File: config.mk
export PLATFORM = sky130hd
export DESIGN_NAME = pn_bist
export DESIGN_NICKNAME = d
export VERILOG_FILES = /design/src/rtl/pn_bist_pkg.sv /design/src/rtl/pn_step.sv /design/src/rtl/pn_gen.sv /design/src/rtl/pn_chk.sv /design/src/rtl/sat_cnt.sv /design/src/rtl/pn_bist.sv
export SDC_FILE = /design/constraint.sdc
export NUM_CORES = 1
export LEC_CHECK = 0
export BUFFER_PORTS_ARGS = -buffer_cell sky130_fd_sc_hd__buf_2
export CAP_MARGIN = 20
export CORE_MARGIN = 3
export CORE_UTILIZATION = 55
export CTS_BUF_LIST = sky130_fd_sc_hd__clkbuf_4 sky130_fd_sc_hd__clkbuf_8
export DETAILED_ROUTE_END_ITERATION = 6
export MAX_ROUTING_LAYER = met4
export PLACE_DENSITY = 0.75
export REMOVE_ABC_BUFFERS = 1
export SLEW_MARGIN = 20
export SYNTH_ARGS = -nofsm -noshare
export SYNTH_HDL_FRONTEND = slang
export SYNTH_HIERARCHICAL = 1
export SYNTH_SLANG_ARGS = --single-unit
export TNS_END_PERCENT = 20
File: constraint.sdc
create_clock -name clk_i -period 2.5 [get_ports clk_i]
set_input_delay 0.375 -clock clk_i [delete_from_list [all_inputs] [get_ports clk_i]]
set_output_delay 0.375 -clock clk_i [all_outputs]
set_load 0.02 [all_outputs]
File: src/rtl/pn_bist_pkg.sv
package pn_bist_pkg;
  localparam int PN_ORDER = 23;
  localparam int PN_TAP   = 5;
  localparam int CG_W     = 10;
  localparam int CNT_W    = 8;

  typedef enum logic [1:0] {
    CHK_IDLE,
    CHK_FILL,
    CHK_LOCK
  } chk_phase_e;
endpackage

File: src/rtl/pn_step.sv
// Advances a PN history register by W bits; bits_o[0] is produced first.
module pn_step #(
  parameter int ORDER = 23,
  parameter int TAP   = 5,
  parameter int W     = 10
) (
  input  logic [ORDER-1:0] state_i,
  output logic [ORDER-1:0] state_o,
  output logic [W-1:0]     bits_o
);
  logic [ORDER-1:0] chain [W+1];

  assign chain[0] = state_i;

  for (genvar i = 0; i < W; i++) begin : g_bit
    logic nb;
    assign nb          = chain[i][TAP-1] ^ chain[i][ORDER-1];
    assign chain[i+1]  = {chain[i][ORDER-2:0], nb};
    assign bits_o[i]   = nb;
  end

  assign state_o = chain[W];
endmodule

File: src/rtl/pn_gen.sv
module pn_gen #(
  parameter int               ORDER = 23,
  parameter int               TAP   = 5,
  parameter int               W     = 10,
  parameter logic [ORDER-1:0] SEED  = 23'h3A51C7
) (
  input  logic         clk_i,
  input  logic         rst_ni,
  input  logic         start_i,
  input  logic         run_i,
  output logic [W-1:0] data_o,
  output logic         valid_o
);
  logic [ORDER-1:0] st_q, st_nxt;
  logic [W-1:0]     bits;

  pn_step #(.ORDER(ORDER), .TAP(TAP), .W(W)) u_step (
    .state_i (st_q),
    .state_o (st_nxt),
    .bits_o  (bits)
  );

  always_ff @(posedge clk_i or negedge rst_ni) begin
    if (!rst_ni) begin
      st_q    <= SEED;
      data_o  <= '0;
      valid_o <= 1'b0;
    end else if (start_i) begin
      st_q    <= SEED;
      valid_o <= 1'b0;
    end else if (run_i) begin
      st_q    <= st_nxt;
      data_o  <= bits;
      valid_o <= 1'b1;
    end else begin
      valid_o <= 1'b0;
    end
  end

  // an all-zero register would lock the generator up
  a_r1_state_nonzero: assert property (@(posedge clk_i) disable iff (!rst_ni)
    valid_o |-> (st_q != '0));

  // valid only follows a running cycle
  a_r2_valid_from_run: assert property (@(posedge clk_i) disable iff (!rst_ni)
    valid_o |-> $past(run_i));
endmodule

File: src/rtl/pn_chk.sv
module pn_chk
  import pn_bist_pkg::*;
#(
  parameter int ORDER = 23,
  parameter int TAP   = 5,
  parameter int W     = 10
) (
  input  logic         clk_i,
  input  logic         rst_ni,
  input  logic         clr_i,
  input  logic         en_i,
  input  logic [W-1:0] rx_data_i,
  input  logic         rx_valid_i,
  output logic         lock_o,
  output logic         mismatch_o
);
  localparam int FILL_GROUPS = (ORDER + W - 1) / W;
  localparam int FILL_W      = $clog2(FILL_GROUPS + 1);

  chk_phase_e       phase_q;
  logic [FILL_W-1:0] fill_q;
  logic [ORDER-1:0] st_q, pred_st, fill_st;
  logic [W-1:0]     pred_bits, rx_rev;

  pn_step #(.ORDER(ORDER), .TAP(TAP), .W(W)) u_step (
    .state_i (st_q),
    .state_o (pred_st),
    .bits_o  (pred_bits)
  );

  // first received bit ends up deepest in the register
  for (genvar j = 0; j < W; j++) begin : g_rev
    assign rx_rev[j] = rx_data_i[W-1-j];
  end
  assign fill_st = {st_q[ORDER-1-W:0], rx_rev};

  assign lock_o     = (phase_q == CHK_LOCK);
  assign mismatch_o = en_i && lock_o && rx_valid_i && (rx_data_i != pred_bits);

  always_ff @(posedge clk_i or negedge rst_ni) begin
    if (!rst_ni) begin
      phase_q <= CHK_IDLE;
      fill_q  <= '0;
      st_q    <= '0;
    end else if (clr_i) begin
      phase_q <= CHK_FILL;
      fill_q  <= '0;
    end else if (!en_i) begin
      phase_q <= CHK_IDLE;
    end else if (rx_valid_i) begin
      unique case (phase_q)
        CHK_FILL: begin
          st_q   <= fill_st;
          fill_q <= fill_q + FILL_W'(1);
          if (fill_q == FILL_W'(FILL_GROUPS - 1)) phase_q <= CHK_LOCK;
        end
        CHK_LOCK: st_q <= pred_st;
        default:  phase_q <= CHK_IDLE;
      endcase
    end
  end

  // lock only rises on a valid received group while enabled
  a_r3_lock_on_group: assert property (@(posedge clk_i) disable iff (!rst_ni)
    $rose(lock_o) |-> ($past(rx_valid_i) && $past(en_i)));

  // no lock while disabled
  a_r8_no_lock_off: assert property (@(posedge clk_i) disable iff (!rst_ni)
    !en_i && !clr_i |=> !lock_o);
endmodule

File: src/rtl/sat_cnt.sv
module sat_cnt #(
  parameter int CNT_W = 8
) (
  input  logic             clk_i,
  input  logic             rst_ni,
  input  logic             clr_i,
  input  logic             inc_i,
  output logic [CNT_W-1:0] cnt_o
);
  localparam logic [CNT_W-1:0] MAX = '1;

  always_ff @(posedge clk_i or negedge rst_ni) begin
    if (!rst_ni)                  cnt_o <= '0;
    else if (clr_i)               cnt_o <= '0;
    else if (inc_i && cnt_o != MAX) cnt_o <= cnt_o + CNT_W'(1);
  end

  // sticky at full scale
  a_r6_no_wrap: assert property (@(posedge clk_i) disable iff (!rst_ni)
    (cnt_o == MAX && !clr_i) |=> (cnt_o == MAX));

  // moves by at most one per group
  a_r4_step_one: assert property (@(posedge clk_i) disable iff (!rst_ni)
    !clr_i |=> (cnt_o == $past(cnt_o)) || (cnt_o == $past(cnt_o) + CNT_W'(1)));
endmodule

File: src/rtl/pn_bist.sv
module pn_bist
  import pn_bist_pkg::*;
#(
  parameter int                  ORDER = PN_ORDER,
  parameter int                  TAP   = PN_TAP,
  parameter int                  W     = CG_W,
  parameter int                  CW    = CNT_W,
  parameter logic [ORDER-1:0]    SEED  = 23'h3A51C7
) (
  input  logic          clk_i,
  input  logic          rst_ni,
  input  logic          bist_en_i,
  output logic [W-1:0]  tx_data_o,
  output logic          tx_valid_o,
  input  logic [W-1:0]  rx_data_i,
  input  logic          rx_valid_i,
  output logic          lock_o,
  output logic [CW-1:0] err_cnt_o
);
  logic bist_q, entry, active, mismatch;

  always_ff @(posedge clk_i or negedge rst_ni) begin
    if (!rst_ni) bist_q <= 1'b0;
    else         bist_q <= bist_en_i;
  end

  assign entry  = bist_en_i && !bist_q;
  assign active = bist_en_i && bist_q;

  pn_gen #(.ORDER(ORDER), .TAP(TAP), .W(W), .SEED(SEED)) u_gen (
    .clk_i   (clk_i),
    .rst_ni  (rst_ni),
    .start_i (entry),
    .run_i   (active),
    .data_o  (tx_data_o),
    .valid_o (tx_valid_o)
  );

  pn_chk #(.ORDER(ORDER), .TAP(TAP), .W(W)) u_chk (
    .clk_i      (clk_i),
    .rst_ni     (rst_ni),
    .clr_i      (entry),
    .en_i       (active),
    .rx_data_i  (rx_data_i),
    .rx_valid_i (rx_valid_i),
    .lock_o     (lock_o),
    .mismatch_o (mismatch)
  );

  sat_cnt #(.CNT_W(CW)) u_cnt (
    .clk_i  (clk_i),
    .rst_ni (rst_ni),
    .clr_i  (entry),
    .inc_i  (mismatch),
    .cnt_o  (err_cnt_o)
  );

  // entry wipes count, lock and transmit valid
  a_r7_clear_on_entry: assert property (@(posedge clk_i) disable iff (!rst_ni)
    (bist_en_i && !bist_q) |=> (err_cnt_o == '0) && !lock_o && !tx_valid_o);

  // unlocked checker never moves the count
  a_r5_hold_unlocked: assert property (@(posedge clk_i) disable iff (!rst_ni)
    (bist_en_i && bist_q && !lock_o) |=> (err_cnt_o == $past(err_cnt_o)));

  // disabled block holds count and drives no valid
  a_r8_hold_off: assert property (@(posedge clk_i) disable iff (!rst_ni)
    !bist_en_i |=> (err_cnt_o == $past(err_cnt_o)) && !tx_valid_o);
endmodule

==> results.cfg <==
[finish]
multi_input_comb_area_um2 = 1870
post_route_cells_drive_above_1_share_pct = 33.4
nFillCells = 615
number_of_nets_in_the_layout = 363
insertedDiodeCount = 0
finalNonFillerCells = 449
syn_to_final_growth_pct = -2.36
final_cell_utilization_of_the_core_pct = 56.7
stdcell_area_um2 = 4200
final-seq-area_um2 = 1770

[clock_tree]
postCtsSetupRepairBufs = 0
clkTransAtPathRegs_ns = 0.08
max-clock-path-buffers = 2
htreeDepth = 3
inserted_clock_buffers = 9
cts_tree = built
worst_skew_pair.late_latency_ns = 0.35
hold_bufs_at_cts = 0
number_of_sinks_driven_by_the_clock_tree = 70
root_buffer = sky130_fd_sc_hd__clkbuf_8

[timing]
layout_worst_path_cycle_share_pct = 89.6
hold_viol_final = 0
final-setup-viol-count = 0
rsz_0062_raised_after_global_routing = no
tightest_slew_ns = 0.482
post-route-min-period_ns = 2.24
worst_slew_margin_rel_pct = 67.8
timing.clock.skew_ns = 0.0129
maxClockFrequency_ghz = 0.447
timing.final.max_slew_violations = 0

[run]
max_cap_viol_count = 0

[routing]
route.detailed.drc = 0
finalWirelength_um = 6610
route.detailed.vias_per_inst = 5.24
routedWlPerCell_um = 14.7
drtPass1Iterations = 4
detail_route.iter0.violations = 91
detailroute.via_count = 2351
antenna_left = 0

[setup_path]
critPathKind = reg -> reg
cp.arrival_ns = 2.49
crit_path_max_fanout = 5
setup.worst_path.start_class = flip-flop
worst_ep_required_time_ns = 2.76
kind_of_end_point_of_the_critical_path = flip-flop

[placement]
gp_congestion = 0.764
placedInstanceArea_um2 = 4010
detailedPlacementHpwl_um = 4350
placement.io_buffers = 33
dp_cells = 433

[floorplan]
fp.dieW_um = 94.5
chipHeight_um = 94.5
design.die.area_um2 = 8920
boundaryPins = 34
rows = 31
core_area_um2 = 7410
initial_core_util_pct = 58.1

[synth]
async_flop_share_pct = 100
synthFlopType = sky130_fd_sc_hd__dfrtp_1
synth-warning-count = 6
synth-seq-cells = 70
synth_cell_types = 48
synth.avg_cell_area_um2 = 11.5
synthesis.instances = 375
synthesis.area_um2 = 4300
number_of_synthesized_flops_with_an_enable_pin = 0
synth-seq-area-share_pct = 41.1

[grt]
first_pass_grt_wire_length_um = 11800
grt_antenna_before_repair = 0
global_route.usage.met3_pct = 4.38
first_global_vias = 2428
largest_net_degree_at_the_start_of_global_routing = 47
fraction_of_met1_tracks_used_by_global_routing_pct = 23.1
groute.usage.overall_pct = 17.5
met2_usage_pct = 26.5
globalRoute.totalOverflow = 0
grt_most_used_layer = met2

[power_and_ir_drop]
power_density_nw_per_um2 = 881
static-leakage-power_nw = 1.88
ir_worst_vdd_mv = 0.405
p_total_mw = 3.70

[run_status]
status = completed

[worst_hold_path]
worst_hold_path_type = in -> async
final timing paths:
path | startpoint | to | slack [ns] | cells past startpoint
min | rst_ni | u_gen/st_q[22] | 0.08 | 2
min reg2reg | u_gen/data_o[0] | u_gen/data_o[0] | 0.51 | 1
max reg2reg | u_chk/st_q[1] | u_cnt/cnt_o[7] | 0.26 | 7
min in group clk_i | bist_en_i | bist_q | 0.16 | 1
max in group asynchronous | rst_ni | u_gen/st_q[0] | 2.06 | 2
max | u_chk/st_q[1] | u_cnt/cnt_o[7] | 0.26 | 7
layout make-up:
class                           instances  share of cell area (%)
Inverter                                6                   0.536
Clock inverter                          6                    1.04
Clock buffer                           10                    3.28
Sequential cell                        70                    42.0
Multi-Input combinational cell        217                    44.5
Timing Repair Buffer                   41                    5.66
Tap cell                               99                    2.95
cells in the mapped netlist, types with 2 or more instances:
master,number,area share (%)
sky130_fd_sc_hd__o21ai_0,2,0.23
sky130_fd_sc_hd__a21oi_1,10,1.2
sky130_fd_sc_hd__buf_4,69,12
sky130_fd_sc_hd__inv_1,6,0.52
sky130_fd_sc_hd__buf_12,2,0.93
sky130_fd_sc_hd__nor2_1,32,2.8
sky130_fd_sc_hd__nor4_1,3,0.44
sky130_fd_sc_hd__mux2_4,9,3.1
sky130_fd_sc_hd__clkbuf_1,3,0.26
sky130_fd_sc_hd__nand3_1,4,0.47
sky130_fd_sc_hd__mux2_2,3,0.79
sky130_fd_sc_hd__mux2i_1,36,8.4
sky130_fd_sc_hd__a31oi_1,2,0.29
sky130_fd_sc_hd__buf_6,6,1.6
sky130_fd_sc_hd__a21oi_2,17,3.5
sky130_fd_sc_hd__a211o_1,12,2.4
sky130_fd_sc_hd__xor3_1,10,5.5
sky130_fd_sc_hd__xor2_1,20,4.1
sky130_fd_sc_hd__dfstp_2,12,7.3
sky130_fd_sc_hd__dfrtp_1,58,34
sky130_fd_sc_hd__nor2_2,7,1.0
sky130_fd_sc_hd__nor3_1,4,0.47
sky130_fd_sc_hd__nor2b_1,9,1.3
sky130_fd_sc_hd__ha_1,4,1.2
sky130_fd_sc_hd__nand2b_1,5,0.73
sky130_fd_sc_hd__and2b_2,5,1.0
sky130_fd_sc_hd__and2b_1,3,0.52
sky130_fd_sc_hd__nand2_1,2,0.17
critical path, cell delays in order (launching register included):
cell	delay, ns
sky130_fd_sc_hd__dfrtp_1	0.44
sky130_fd_sc_hd__xor3_1	0.41
sky130_fd_sc_hd__xor2_1	0.19
sky130_fd_sc_hd__nor4_1	0.09
sky130_fd_sc_hd__a31oi_2	0.26
sky130_fd_sc_hd__nand3_1	0.19
sky130_fd_sc_hd__or3_1	0.34
sky130_fd_sc_hd__a211oi_1	0.22
through the flow:
step	worst slack, ns	hold slack [ns]	setup TNS (ns)
after floorplan	-0.339	0.0794	-2.89
after global placement	0.272	0.466	0
after detailed placement	0.186	0.469	0
after CTS	0.0407	0.0832	0
after global routing	0.0246	0.113	0
final	0.261	0.0760	0
cell families (layout without fill, tap and decap cells):
family                   Yosys count  after routing  synth area share [%]
XOR/XNOR                          31             31                  9.80
buffers and inverters             88             63                  15.8
adder cells (fa/ha/maj)            4              4                  1.16
AND/OR/NAND/NOR                   86             86                  11.4
multiplexers                      48             48                  12.3
flip-flops                        70             70                  41.1
AO/OA/AOI/OAI                     48             48                  8.52
report_power, final:
| part | switching, mW | internal, mW |
|---|---|---|
| Clock | 0.453 | 0.392 |
| Combinational | 0.557 | 0.649 |
| Sequential | 0.224 | 1.43 |
| Total | 1.23 | 2.47 |
placed cells by master (no fill, tap or decap), types with 2 or more instances in the layout:
cell / n
sky130_fd_sc_hd__a211o_1: 12
sky130_fd_sc_hd__a21oi_1: 10
sky130_fd_sc_hd__a21oi_2: 17
sky130_fd_sc_hd__and2b_1: 3
sky130_fd_sc_hd__and2b_2: 5
sky130_fd_sc_hd__buf_2: 33
sky130_fd_sc_hd__buf_4: 7
sky130_fd_sc_hd__clkbuf_8: 10
sky130_fd_sc_hd__clkinv_2: 2
sky130_fd_sc_hd__dfrtp_1: 58
sky130_fd_sc_hd__dfstp_2: 12
sky130_fd_sc_hd__ha_1: 4
sky130_fd_sc_hd__inv_1: 6
sky130_fd_sc_hd__inv_6: 2
sky130_fd_sc_hd__mux2_2: 3
sky130_fd_sc_hd__mux2_4: 9
sky130_fd_sc_hd__mux2i_1: 36
sky130_fd_sc_hd__nand2_1: 2
sky130_fd_sc_hd__nand2b_1: 5
sky130_fd_sc_hd__nand3_1: 4
sky130_fd_sc_hd__nor2_1: 32
sky130_fd_sc_hd__nor2_2: 7
sky130_fd_sc_hd__nor2b_1: 9
sky130_fd_sc_hd__nor3_1: 4
sky130_fd_sc_hd__nor4_1: 3
sky130_fd_sc_hd__o21ai_0: 2
sky130_fd_sc_hd__xor2_1: 20
sky130_fd_sc_hd__xor3_1: 10
per-layer routing:
metal | vias up | routed length (um)
li1 | 1149 | -
met1 | 1156 | 3130
met2 | 38 | 3150
met3 | 8 | 244
met4 | 0 | 85
met5 | - | 0
registers in the layout, summed over array words and instances (netlist names):
signal	cells
u_gen/data_o	10
u_chk/fill_q	2
u_chk/st_q	23
u_gen/valid_o	1
bist_q	1
u_cnt/cnt_o	8
u_chk/phase_q	2
u_gen/st_q	23
timing repair:
item / 4_1_cts / 5_1_grt
resized for setup: 0 / 3
setup endpoints to repair: 0 / 2
hold endpoints to repair: 0 / 0
(Power assumes the default switching activity.)
